$ cat config.mk
export PLATFORM = sky130hd
export DESIGN_NAME = signed_count_shifter
export DESIGN_NICKNAME = d
export VERILOG_FILES = /design/src/rtl/shifter_pkg.sv /design/src/rtl/shift_decode.sv /design/src/rtl/shift_datapath.sv /design/src/rtl/signed_count_shifter.sv
export SDC_FILE = /design/constraint.sdc
export NUM_CORES = 1
export LEC_CHECK = 0
export ABC_AREA = 1
export BUFFER_PORTS_ARGS = -buffer_cell sky130_fd_sc_hd__clkbuf_2
export CAP_MARGIN = 10
export CORE_MARGIN = 2
export CORE_UTILIZATION = 40
export DETAILED_ROUTE_END_ITERATION = 8
export PLACE_DENSITY = 0.72
export SYNTH_ARGS = -nofsm -noshare
export SYNTH_HDL_FRONTEND = slang
export SYNTH_SLANG_ARGS = --single-unit
$ cat constraint.sdc
create_clock -name vclk -period 2.6
set_input_delay 0 -clock vclk [all_inputs]
set_output_delay 0 -clock vclk [all_outputs]
set_load 0.005 [all_outputs]
$ cat src/rtl/shifter_pkg.sv
package shifter_pkg;

  localparam int DATA_W = 32;
  localparam int LANE_W = 16;
  localparam int AMT_W  = $clog2(DATA_W);

  // Strobes from the count decoder to the shifting datapath.
  typedef struct packed {
    logic             laneMode;
    logic             goLeft;
    logic             zeroOut;
    logic [AMT_W-1:0] amount;
  } shift_ctrl_t;

endpackage

$ cat src/rtl/shift_decode.sv
module shift_decode
  import shifter_pkg::*;
#(
  parameter int DATA_W = shifter_pkg::DATA_W,
  parameter int LANE_W = shifter_pkg::LANE_W
) (
  input  logic [DATA_W-1:0] countIn,
  input  logic              halfMode,
  output shift_ctrl_t       ctrl
);

  localparam int WAMT_W = $clog2(DATA_W);
  localparam int LAMT_W = $clog2(LANE_W);
  localparam int WCNT_W = WAMT_W + 1;
  localparam int LCNT_W = LAMT_W + 1;

  logic [WCNT_W-1:0] wordField;
  logic [LCNT_W-1:0] laneField;
  logic [WCNT_W-1:0] wordMag;
  logic [LCNT_W-1:0] laneMag;
  logic              wordNeg;
  logic              laneNeg;
  logic              unusedCountBits;

  assign wordField = countIn[WCNT_W-1:0];
  assign laneField = countIn[LCNT_W-1:0];
  assign wordNeg   = wordField[WCNT_W-1];
  assign laneNeg   = laneField[LCNT_W-1];
  assign unusedCountBits = ^countIn[DATA_W-1:WCNT_W];

  // Magnitude of the signed field; the most negative code maps to a value
  // whose top bit is set, which is the clear request.
  assign wordMag = wordNeg ? (~wordField + WCNT_W'(1)) : wordField;
  assign laneMag = laneNeg ? (~laneField + LCNT_W'(1)) : laneField;

  always_comb begin
    ctrl.laneMode = halfMode;
    if (halfMode) begin
      ctrl.goLeft  = ~laneNeg;
      ctrl.zeroOut = laneMag[LCNT_W-1];
      ctrl.amount  = AMT_W'(laneMag[LAMT_W-1:0]);
    end else begin
      ctrl.goLeft  = ~wordNeg;
      ctrl.zeroOut = wordMag[WCNT_W-1];
      ctrl.amount  = wordMag[AMT_W-1:0];
    end
  end

endmodule

$ cat src/rtl/shift_datapath.sv
module shift_datapath
  import shifter_pkg::*;
#(
  parameter int DATA_W = shifter_pkg::DATA_W,
  parameter int LANE_W = shifter_pkg::LANE_W
) (
  input  logic [DATA_W-1:0] dataIn,
  input  shift_ctrl_t       ctrl,
  output logic [DATA_W-1:0] dataOut
);

  localparam int NUM_LANES = DATA_W / LANE_W;
  localparam int LAMT_W    = $clog2(LANE_W);

  logic [DATA_W-1:0] wordRes;
  logic [DATA_W-1:0] laneRes;
  logic [LAMT_W-1:0] laneAmt;

  assign laneAmt = ctrl.amount[LAMT_W-1:0];
  assign wordRes = ctrl.goLeft ? (dataIn << ctrl.amount) : (dataIn >> ctrl.amount);

  for (genvar l = 0; l < NUM_LANES; l++) begin : g_lane
    logic [LANE_W-1:0] laneIn;
    assign laneIn = dataIn[l*LANE_W +: LANE_W];
    assign laneRes[l*LANE_W +: LANE_W] =
      ctrl.goLeft ? (laneIn << laneAmt) : (laneIn >> laneAmt);
  end

  always_comb begin
    if (ctrl.zeroOut)       dataOut = '0;
    else if (ctrl.laneMode) dataOut = laneRes;
    else                    dataOut = wordRes;
  end

endmodule

$ cat src/rtl/signed_count_shifter.sv
module signed_count_shifter
  import shifter_pkg::*;
#(
  parameter int DATA_W = shifter_pkg::DATA_W,
  parameter int LANE_W = shifter_pkg::LANE_W
) (
  input  logic [DATA_W-1:0] dataIn,
  input  logic [DATA_W-1:0] countIn,
  input  logic              halfMode,
  output logic [DATA_W-1:0] dataOut
);

  localparam int WCNT_W = $clog2(DATA_W) + 1;
  localparam int LCNT_W = $clog2(LANE_W) + 1;

  shift_ctrl_t ctrl;

  shift_decode #(.DATA_W(DATA_W), .LANE_W(LANE_W)) u_decode (
    .countIn (countIn),
    .halfMode(halfMode),
    .ctrl    (ctrl)
  );

  shift_datapath #(.DATA_W(DATA_W), .LANE_W(LANE_W)) u_datapath (
    .dataIn (dataIn),
    .ctrl   (ctrl),
    .dataOut(dataOut)
  );

  // Port-level checks on the decoded count against the datapath result.
  logic [WCNT_W-1:0] chkWord;
  logic [LCNT_W-1:0] chkLane;
  assign chkWord = countIn[WCNT_W-1:0];
  assign chkLane = countIn[LCNT_W-1:0];

  always_comb begin
    if (!halfMode) begin
      if (chkWord == {1'b1, {(WCNT_W-1){1'b0}}})
        assert_word_clear_R5: assert (dataOut == '0) else $error("word clear count gave nonzero");
      if (chkWord == '0)
        assert_word_pass_R9: assert (dataOut == dataIn) else $error("word zero count altered data");
      if (!chkWord[WCNT_W-1] && chkWord != '0)
        assert_word_left_fill_R3: assert (dataOut[0] == 1'b0) else $error("left shift bit 0 set");
      if (chkWord[WCNT_W-1])
        assert_word_right_fill_R4: assert (dataOut[DATA_W-1] == 1'b0) else $error("right shift msb set");
    end else begin
      if (chkLane == {1'b1, {(LCNT_W-1){1'b0}}})
        assert_lane_clear_R6: assert (dataOut == '0) else $error("lane clear count gave nonzero");
      if (chkLane == '0)
        assert_lane_pass_R9: assert (dataOut == dataIn) else $error("lane zero count altered data");
      if (!chkLane[LCNT_W-1] && chkLane != '0)
        assert_lane_left_isolate_R7: assert (dataOut[LANE_W] == 1'b0 && dataOut[0] == 1'b0)
          else $error("lane left shift leaked");
      if (chkLane[LCNT_W-1])
        assert_lane_right_isolate_R7: assert (dataOut[LANE_W-1] == 1'b0 && dataOut[DATA_W-1] == 1'b0)
          else $error("lane right shift leaked");
    end
  end

endmodule

==> metrics.txt <==
outcome completed; Worst setup SP type input port; Synthesized Nets between 1k and 1.5k; initial antenna violation count 1; RSZ-0062 raised after global routing no; largest cells by area after synthesis nand2_1 (30%), nand3_1 (22%), nor2_1 (7.6%); post-CTS setup buffers 0; Synth Area per Inst between 4 and 5 µm²; layout cell share with drive strength beyond 1 0.1262; maxcap violations 0; Setup Viol. Count Final 0; top-area cell type share of the netlist area 0.3015; Mapped Area around 4700 µm²; Nets around 1.1k; Buf+Inv Stages, Crit Path 4; register area share after synthesis 0; register area 0 µm²; Slowest Stage Delay on Critical Path about 450 ps; Hold Startpoint countIn[5]; WP depth 14; Warnings, synthesis 0; Min-Delay Path Depth 6; max frequency about 0.43 GHz; die height approximately 110 µm; final wirelength just over 20,000 µm; final hold violations 0; multi-input combinational cell area 3891 µm²; Slew HR 0.5538; hold crit path type in2out; Arrival @ worst endpoint 2310 ps; Min-Delay Endpoint dataOut[7]; hpwl dp between 15,000 and 20,000 µm; Top delay family on crit path compound AO/OA/AOI/OAI gates; post-synthesis cell type count 35; Required @ worst endpoint 2600 ps; Starting Density 0.4099; grt ovf 0; vias in the first global route a little over 6k; area leader, netlist nand2_1; via count approximately 6.7k; routability congestion estimate 1.014; CLK BUF 0; sequential cells 0; Critical-path top delay cell o21ai_1; Syn Inst Count 1,013; total track usage 0.3101; setup TNS 0 ps; # port buffers a little over 70; CP most frequent cell nand2_1; slew at the pin closest to its max-slew limit 668.6 ps; Top-Level Pins 97; WL/cell 17.01 µm; fin crit share 0.8885; Setup Crit Path Kind in2out; Die Area roughly 13,000 µm²; Area Overhead vs Synth 6.950%; max-slew violations 0; row cnt 39; DR vias/cell approximately 5.7; drt pass-1 iters 5; count leader, synth nand2_1; post-cts sizing count 0; top cells by count, synth nand2_1 (376), nand3_1 (206), nor2_1 (95); Core Region ~11,000 µm²; DRC 0; crit path cell chain clkbuf_2 -> inv_1 -> ha_1 -> nand2_1 -> nand3_1 -> nand2_2 -> buf_12 -> o21ai_0 -> o21ai_1 -> nand2_1 -> nand2_1 -> nand3_1 -> a21oi_1 -> clkbuf_2; Antenna Nets Post-Route 0; Initial DRC Count around 770; CTS Hold Bufs 0; Worst Setup End Kind primary output; Die X between 100 and 150 µm; fillcell total 1,390; largest net degree at the start of global routing 82; first-pass GRT wire length roughly 32,000 µm; Final min period 2310 ps; Worst Path Max Fanout 68
[layout make-up]
cell class,count,area share
antenna,1,0.0004999
timing repair buffer,92,0.1150
multi-input combinational,854,0.7773
tap,143,0.03574
inverter,92,0.07148
[how the worst max path moves through the flow]
stage	start	end	slack, ps
final	countIn[1]	dataOut[23]	290
after global routing	halfMode	dataOut[4]	150
after CTS	countIn[1]	dataOut[28]	380
after detailed placement	countIn[1]	dataOut[23]	380
after global placement	countIn[1]	dataOut[23]	390
after floorplan	countIn[0]	dataOut[3]	550
[stage by stage]
| stage | instance area [µm²] | worst slack (ps) | instances | util | hold slack [ps] |
|---|---|---|---|---|---|
| 2_1_floorplan | 4681 | 548.8 | 1013 | - | 239.5 |
| 3_3_place_gp | 5004 | 394.7 | 1181 | 0.4382 | 573.1 |
| 3_5_place_dp | 5004 | 380.5 | 1181 | 0.4382 | 578.8 |
| 4_1_cts | 5004 | 375.1 | 1181 | 0.4382 | 579.4 |
| 5_1_grt | 5004 | 154.8 | 1181 | 0.4382 | 650.7 |
| 6_report | 5006 | 289.9 | 1182 | 0.4384 | 581.3 |
[layer usage]
metal	vias up	part of all wire	GRT usage
met4	0	0.075	0.1992
met2	366	0.44	0.5000
met3	74	0.089	0.04752
met5	-	0	0
li1	3338	-	-
met1	2946	0.40	0.3850
[placed cells by master, fill, tap and decap left out, drive strengths merged]
cell	count
clkbuf	71
or2	3
buf	21
inv	92
a32oi	1
nand3	213
o22ai	1
a21oi	52
o21a	1
nand2	388
o211ai	9
nor3	1
nor2	96
o21ai	81
ha	2
diode	1
nand4	2
nand3b	4
[cells by family after synthesis]
group | after synthesis | synth area share
fa+ha+maj | 2 | 0.005345
compound gates | 145 | 0.1684
simple gates | 707 | 0.6576
buf+inv | 159 | 0.1687
